==> src/rtl/fp_reg_stack.sv <==
module fp_reg_stack #(
  parameter int DW   = 64,
  parameter int NREG = 8,
  localparam int PW  = $clog2(NREG)
) (
  input  logic          clk,
  input  logic          rst_n,
  input  logic [1:0]    op_i,
  input  logic [PW-1:0] idx_i,
  input  logic [DW-1:0] ld_data_i,
  input  logic [PW-1:0] ra_idx_i,
  input  logic [PW-1:0] rb_idx_i,
  output logic [DW-1:0] st_data_o,
  output logic [DW-1:0] ra_data_o,
  output logic          ra_full_o,
  output logic [DW-1:0] rb_data_o,
  output logic          rb_full_o,
  output logic [PW-1:0] top_o,
  output logic          ovf_o,
  output logic          unf_o
);
  localparam logic [1:0] OP_PUSH = 2'b01;
  localparam logic [1:0] OP_POP  = 2'b10;
  localparam logic [1:0] OP_XCHG = 2'b11;

  logic [DW-1:0]   slot [NREG];
  logic [NREG-1:0] full;
  logic [PW-1:0]   top;

  wire [PW-1:0] top_dn = top - 1'b1;
  wire [PW-1:0] top_up = top + 1'b1;
  wire [PW-1:0] x_phys = top + idx_i;
  wire [PW-1:0] a_phys = top + ra_idx_i;
  wire [PW-1:0] b_phys = top + rb_idx_i;

  wire push_req = op_i == OP_PUSH;
  wire pop_req  = op_i == OP_POP;
  wire xchg_req = op_i == OP_XCHG;

  wire push_ok = push_req && !full[top_dn];
  wire pop_ok  = pop_req && full[top];
  wire xchg_ok = xchg_req && full[top] && full[x_phys];

  assign st_data_o = slot[top];
  assign ra_data_o = slot[a_phys];
  assign ra_full_o = full[a_phys];
  assign rb_data_o = slot[b_phys];
  assign rb_full_o = full[b_phys];
  assign top_o     = top;

  always_ff @(posedge clk) begin
    if (!rst_n) begin
      top   <= '0;
      full  <= '0;
      ovf_o <= 1'b0;
      unf_o <= 1'b0;
    end else begin
      ovf_o <= push_req && !push_ok;
      unf_o <= (pop_req && !pop_ok) || (xchg_req && !xchg_ok);
      if (push_ok) begin
        top          <= top_dn;
        full[top_dn] <= 1'b1;
      end else if (pop_ok) begin
        top       <= top_up;
        full[top] <= 1'b0;
      end
    end
  end

  always_ff @(posedge clk) begin
    if (rst_n && push_ok)
      slot[top_dn] <= ld_data_i;
    else if (rst_n && xchg_ok) begin
      slot[top]    <= slot[x_phys];
      slot[x_phys] <= slot[top];
    end
  end


  push_moves_top_chk: assert property (@(posedge clk) disable iff (!rst_n)
    push_ok |=> top_o == $past(top_o) - 1'b1 && st_data_o == $past(ld_data_i));


  pop_moves_top_chk: assert property (@(posedge clk) disable iff (!rst_n)
    (pop_req && !unf_o && full[top]) |=> top_o == $past(top_o) + 1'b1);


  no_overflow_move_chk: assert property (@(posedge clk) disable iff (!rst_n)
    ovf_o |-> top_o == $past(top_o));


  no_underflow_move_chk: assert property (@(posedge clk) disable iff (!rst_n)
    unf_o |-> top_o == $past(top_o));


  xchg_swap_chk: assert property (@(posedge clk) disable iff (!rst_n)
    xchg_ok |=> $stable(top_o) && st_data_o == $past(slot[x_phys]));


  one_fault_chk: assert property (@(posedge clk) disable iff (!rst_n)
    $countones({ovf_o, unf_o}) <= 1);
endmodule

==> config.mk <==
export PLATFORM = sky130hd
export DESIGN_NAME = fp_reg_stack
export DESIGN_NICKNAME = d
export VERILOG_FILES = /design/src/rtl/fp_reg_stack.sv
export SDC_FILE = /design/constraint.sdc
export NUM_CORES = 2
export LEC_CHECK = 0
export BUFFER_PORTS_ARGS = -buffer_cell sky130_fd_sc_hd__clkbuf_2
export CORE_MARGIN = 4
export CORE_UTILIZATION = 50
export CTS_CLUSTER_DIAMETER = 200
export DETAILED_ROUTE_END_ITERATION = 10
export PLACE_DENSITY = 0.71
export SLEW_MARGIN = 25
export SYNTH_ARGS = -nofsm -noshare
export SYNTH_HDL_FRONTEND = slang
export SYNTH_SLANG_ARGS = --single-unit
==> constraint.sdc <==
create_clock -name clk -period 9.67 [get_ports clk]
set_clock_uncertainty 0.1 [all_clocks]
set_input_delay 1.934 -clock clk [delete_from_list [all_inputs] [get_ports clk]]
set_output_delay 1.934 -clock clk [all_outputs]
set_load 0.02 [all_outputs]
==> Word level (Yosys, flattened, before mapping) <==
Memory sizes are Yosys's and may differ from the RTL's. A register that Yosys moved wholly into a read port is not among the register bits.
Cells that the tools add are included.
{ "classes": {"add_sub_neg": 5, "n_lt_le_gt_ge": 7, "n_eq_ne": 3, "n_mux": 28, "n_bitwise": 3, "reduce_logical": 18} }
{ "ops": {"columns": ["operator", "n"], "rows": [
  ["$mux 64", 1],
  ["$reduce_or 64->1", 1],
  ["$lt 3x4->1 const B", 5],
  ["$mux 8", 2],
  ["$bmux 1 s3", 5],
  ["$mux 3", 5],
  ["$mux 1", 13],
  ["$logic_and 1x1->1", 11],
  ["$add 3x3->3", 3],
  ["$and 8x8->8", 1],
  ["$not 8->8", 1],
  ["$or 8x8->8", 1],
  ["$demux 1 s3", 2],
  ["$ge 3x1->1 const B", 2],
  ["$eq 2x2->1 const B", 2],
  ["$logic_not 1->1", 4],
  ["$add 3x1->3 const B", 1],
  ["$sub 3x1->3 const B", 1],
  ["$eq 2x1->1 const B", 1],
  ["$reduce_bool 2->1", 1],
  ["$logic_or 1x1->1", 1]
]} }
{ "totals": {"ff_bits": 13, "mem_bits_rw": 512, "inputBits": 77, "memories": 1} }
{ "memory_table": {"columns": ["name", "words", "width", "read_ports", "rd_ports_with_merged_regs", "write_ports", "line_no", "source"], "rows": [
  ["slot", 8, 64, 4, 1, 2, "26", "logic [DW-1:0] slot [NREG];"]
]} }

==> Logic depth before layout (Yosys ltp) <==
{ "depth": {"depth_word": 10, "mapped_depth": 12, "ltp_nobuf": 7} }

==> Worst setup path before layout <==
Ideal clock, no wire load.
{ "synth_timing": {"path_kind": "input -> register", "start": "input port idx_i[0]", "end": "memory slot[4][0], enable pin", "t_arrival_ns": 8.995, "required_time_ns": 8.996, "slack_ns": 0.001, "path_stages": 11, "cell_sequence": "ha_1 -> fa_1 -> buf_2 -> mux4_2 -> buf_4 -> mux2i_1 -> or4_1 -> buf_4 -> buf_2 -> mux2_2 -> o21ai_0"} }
{ "synth_rtl": {"columns": ["element", "line_no", "source"], "rows": [
  ["start: declaration", "9", "input logic [PW-1:0] idx_i,"],
  ["end: declaration", "26", null]
]} }

==> flow_summary_export.csv <==
group,metric,value,unit
run_status,status,"complete, no violations",
synthesis,synth_cell_types,60,
pwr,p_clk_share,27.9,%
sta,final-max-slew-violation-count,0,
synthesis,synthesis.yosys.warnings,0,
sta,timing.final.crit_share,73.1,%
setup_path,worst-endpoint-arrival,7.30,ns
global_route,maximum_number_of_pins_on_one_net_before_global_route_repair,131,
pwr,power,8.32,mW
synthesis,synth-edff-count,512,
sta,hold_ws,0.461,ns
global_route,global_route.usage.met3,7.10,%
floorplan,design.core.area,0.0804,mm2
global_route,globalRouteMet1Util,43.4,%
synthesis,async_flop_share,0,%
global_route,overflow,0,
sta,final.min_clock_period,7.07,ns
setup_path,critical-path-top-delay-family,"simple AND/OR/NAND/NOR gates",
detailed_routing,ant_nets,0,
synthesis,synth_area,0.0406,mm2
placed_design,numPortBuffers,275,
synthesis,synth_compound_gate_area_share,7.91,%
setup_path,worst_r2r_startpoint,"top_o[0]",
synthesis,syn_nets,2973,
clock_tree,clock_tree_from_tritoncts,"yes",
sta,final_critical_path_setup_slack,2.60,ns
pwr,peakVddDrop,0.204,mV
setup_path,cp_slowest_stage_delay,1.35,ns
sta,final_hold_viol_count,0,
setup_path,reg2reg_depth,8,
sta,tightest_slew,1.15,ns
sta,timing.final.setup_violations,0,
detailed_routing,totalWireLength,144000,um
layout,fin_util,56.0,%
sta,timing.max_slew.rel_slack,23.2,%
detailed_routing,drcViolationCount,0,
global_route,number_of_antenna_violations_at_the_first_check_in_global_routing,6,
setup_path,critPathCaptureType,"flip-flop",
sta,totalNegativeSetupSlack,0,ns
global_route,first_global_vias,31100,
layout,post_route_cells_drive_above_1_share,37.2,%
synthesis,synth_flop_cell,"edfxtp_1",
sta,grt_setup_unrepaired,"false",
synthesis,synth_simple_gate_area_share,4.64,%
setup_path,critical_path.n_buffers_inverters,2,
setup_path,crit_path_top_delay_cell,"fa_4",
setup_path,path_class,"in -> reg",
synthesis,synth.largest_area_cell,"edfxtp_1",
clock_tree,cts.repair_timing.setup_buffer_count,0,
setup_path,cp_cell_sequence,"clkbuf_2 > ha_4 > fa_4 > mux4_2 > mux2i_4 > or4_4 > or2_4 > buf_4 > mux2i_1",
sta,max_freq,0.141,GHz
job,cap_viol_max_count,0,
synthesis,synth_adder_area_share,0.302,%
clock_tree,cts_inserted_buffers,57,
worst_hold_path,min-delay-start,"full[0]",
floorplan,dieHeight,293,um
layout,num-nets-final,3083,
detailed_routing,first_pass_iters,6,
clock_tree,cts_buffer_depth,3,
floorplan,die-area,0.0857,mm2
floorplan,dieWidth,293,um
global_route,grt_pass1_wl,210000,um
placed_design,gpl_congestion,0.898,
clock_tree,clkTransAtPathRegs,0.06,ns
detailed_routing,routed-via-count,30900,
layout,final.fill_count,6357,
pwr,static-leakage-power,18.4,nW
pwr,power.net_switching,3.13,mW
synthesis,yosysMostFrequentCell,"mux2i_1",
detailed_routing,detailedRoute.firstIterationViolations,4512,
pwr,swShare,37.6,%
clock_tree,cts_hold_buf,0,
detailed_routing,routed_via_density,7.52,
worst_hold_path,holdCritPathClass,"reg -> reg",
clock_tree,post_cts_resize_count,0,
pwr,seq_power_share,31.6,%
clock_tree,clock_insertion_delay_worst_skew,0.64,ns
synthesis,synth-xor-area-share,0.268,%
worst_hold_path,worst_hold_path.num_cells,2,
placed_design,pre_cts_slack,2.11,ns
synthesis,post-synth-top-area-fraction,37.9,%
synthesis,yosysSeqAreaShare,38.7,%
floorplan,placementRows,104,
setup_path,r2r_slack,3.57,ns
synthesis,synth_area_leaders,"edfxtp_1, mux4_2, mux2i_1",
synthesis,synth_top_family_by_area,"multiplexers",
setup_path,worst_ep_required_time,9.90,ns
synthesis,postSynthRegisterBits,528,
synthesis,yosys-top-cells-count,"mux2i_1, edfxtp_1, mux4_2",
synthesis,synth_instances,2888,
floorplan,ios,276,
setup_path,worst_r2r_endpoint,"slot[7][30]",
pwr,combPwrFrac,40.5,%
synthesis,synthesis.area_per_instance,14.0,um2
floorplan,initial_core_util,50.4,%
layout,area_growth,11.1,%
setup_path,worst-path-max-fanout,49,
setup_path,worst_setup_path_start_kind,"input pin",
worst_hold_path,min_delay_worst_endpoint,"full[0]",
global_route,grt_use_total,32.7,%
global_route,top_usage_layer,"met2",
detailed_routing,detailed_route_wire_length_per_cell,35.0,um
clock_tree,cts-root-buf,"clkbuf_16",
pwr,pwr_density_cell,185,mW/mm2
synthesis,yosys-mux-area-fraction,44.1,%
clock_tree,numClockSinks,528,
clock_tree,htree_num_levels,2,
global_route,globalRouteMet2Util,51.4,%
placed_design,place_hpwl,85300,um
pwr,cell_internal_pwr,5.19,mW
==> sequential cells by signal, indices dropped and copies added, names as in the netlist, named ones only <==
signal	flops
ovf_o	1
unf_o	1
full	8
slot	512
top_o	3
==> per-layer routing <==
layer / share of wire, % / vias up
met1: 35 / 15600
met4: 5.5 / 8
met3: 13 / 514
met2: 46 / 2618
li1: - / 12100
met5: 0.038 / -
==> cells in the final DEF, fill, tap and decap left out, types with 16 or more instances in the layout <==
| master | instances |
|---|---|
| buf_4 | 62 |
| o41ai_1 | 57 |
| o22ai_1 | 24 |
| a21oi_1 | 73 |
| inv_1 | 120 |
| clkbuf_2 | 275 |
| clkbuf_16 | 59 |
| o41ai_4 | 32 |
| clkinv_2 | 16 |
| nand2_1 | 56 |
| and3_1 | 21 |
| mux2_2 | 179 |
| nor2_1 | 27 |
| nand3b_1 | 37 |
| edfxtp_1 | 512 |
| mux2i_1 | 669 |
| mux4_2 | 407 |
| nand3_1 | 133 |
| o31ai_1 | 20 |
| o31ai_4 | 23 |
| nand2b_1 | 22 |
==> tightest hold or removal path, stage by stage, from the launching register on <==
cell and delay (ns):
dfxtp_1 0.37, o41ai_1 0.08, a21boi_0 0.07
==> layout make-up <==
| cell class | count | area (um2) | area share [%] |
|---|---|---|---|
| Multi-Input combinational cell | 1942 | 23600 | 52.3 |
| Clock inverter | 37 | 398 | 0.883 |
| Timing Repair Buffer | 347 | 2050 | 4.55 |
| Inverter | 122 | 458 | 1.02 |
| Sequential cell | 528 | 15700 | 34.9 |
| Tap cell | 1060 | 1330 | 2.94 |
| Clock buffer | 69 | 1550 | 3.45 |
| Antenna cell | 1 | 2.50 | 0.00555 |
==> kinds of logic (layout without fill, tap and decap cells) <==
group                    Yosys count  count (layout)
multiplexers                    1256            1256
flip-flops                       528             528
buffers and inverters            418             575
AND/OR/NAND/NOR                  351             351
AO/OA/AOI/OAI                    318             318
XOR/XNOR                           9               9
adder cells (fa/ha/maj)            8               8
other                              0               1
==> metrics by stage <==
stage               area [um2]  instances
finish                   45100       4106
global route             45100       4106
CTS                      45000       4102
detailed placement       43000       3996
global placement         43000       3995
floorplan                40600       2888
==> power by group through the flow <==
| stage | sequential (mW) | combinational, mW | clock (mW) |
|---|---|---|---|
| detailed placement | 2.69 | 3.30 | 0 |
| CTS | 2.64 | 3.31 | 2.33 |
| global placement | 2.69 | 3.23 | 0 |
| floorplan | 2.64 | 2.29 | 0 |
| global route | 2.63 | 3.51 | 2.42 |
| finish | 2.63 | 3.37 | 2.32 |
==> how the worst max path moves through the flow <==
stage	startpoint	to	slack, ns	depth (start not counted)
finish	idx_i[0]	slot[7][30]	2.60	9
global route	idx_i[0]	slot[7][24]	2.61	9
CTS	rb_idx_i[0]	rb_data_o[63]	2.70	6
detailed placement	idx_i[0]	slot[7][5]	2.11	9
global placement	idx_i[0]	slot[7][25]	2.19	9
floorplan	idx_i[0]	slot[4][0]	0.001	11
No activity file was read; power rests on OpenSTA's default activity.
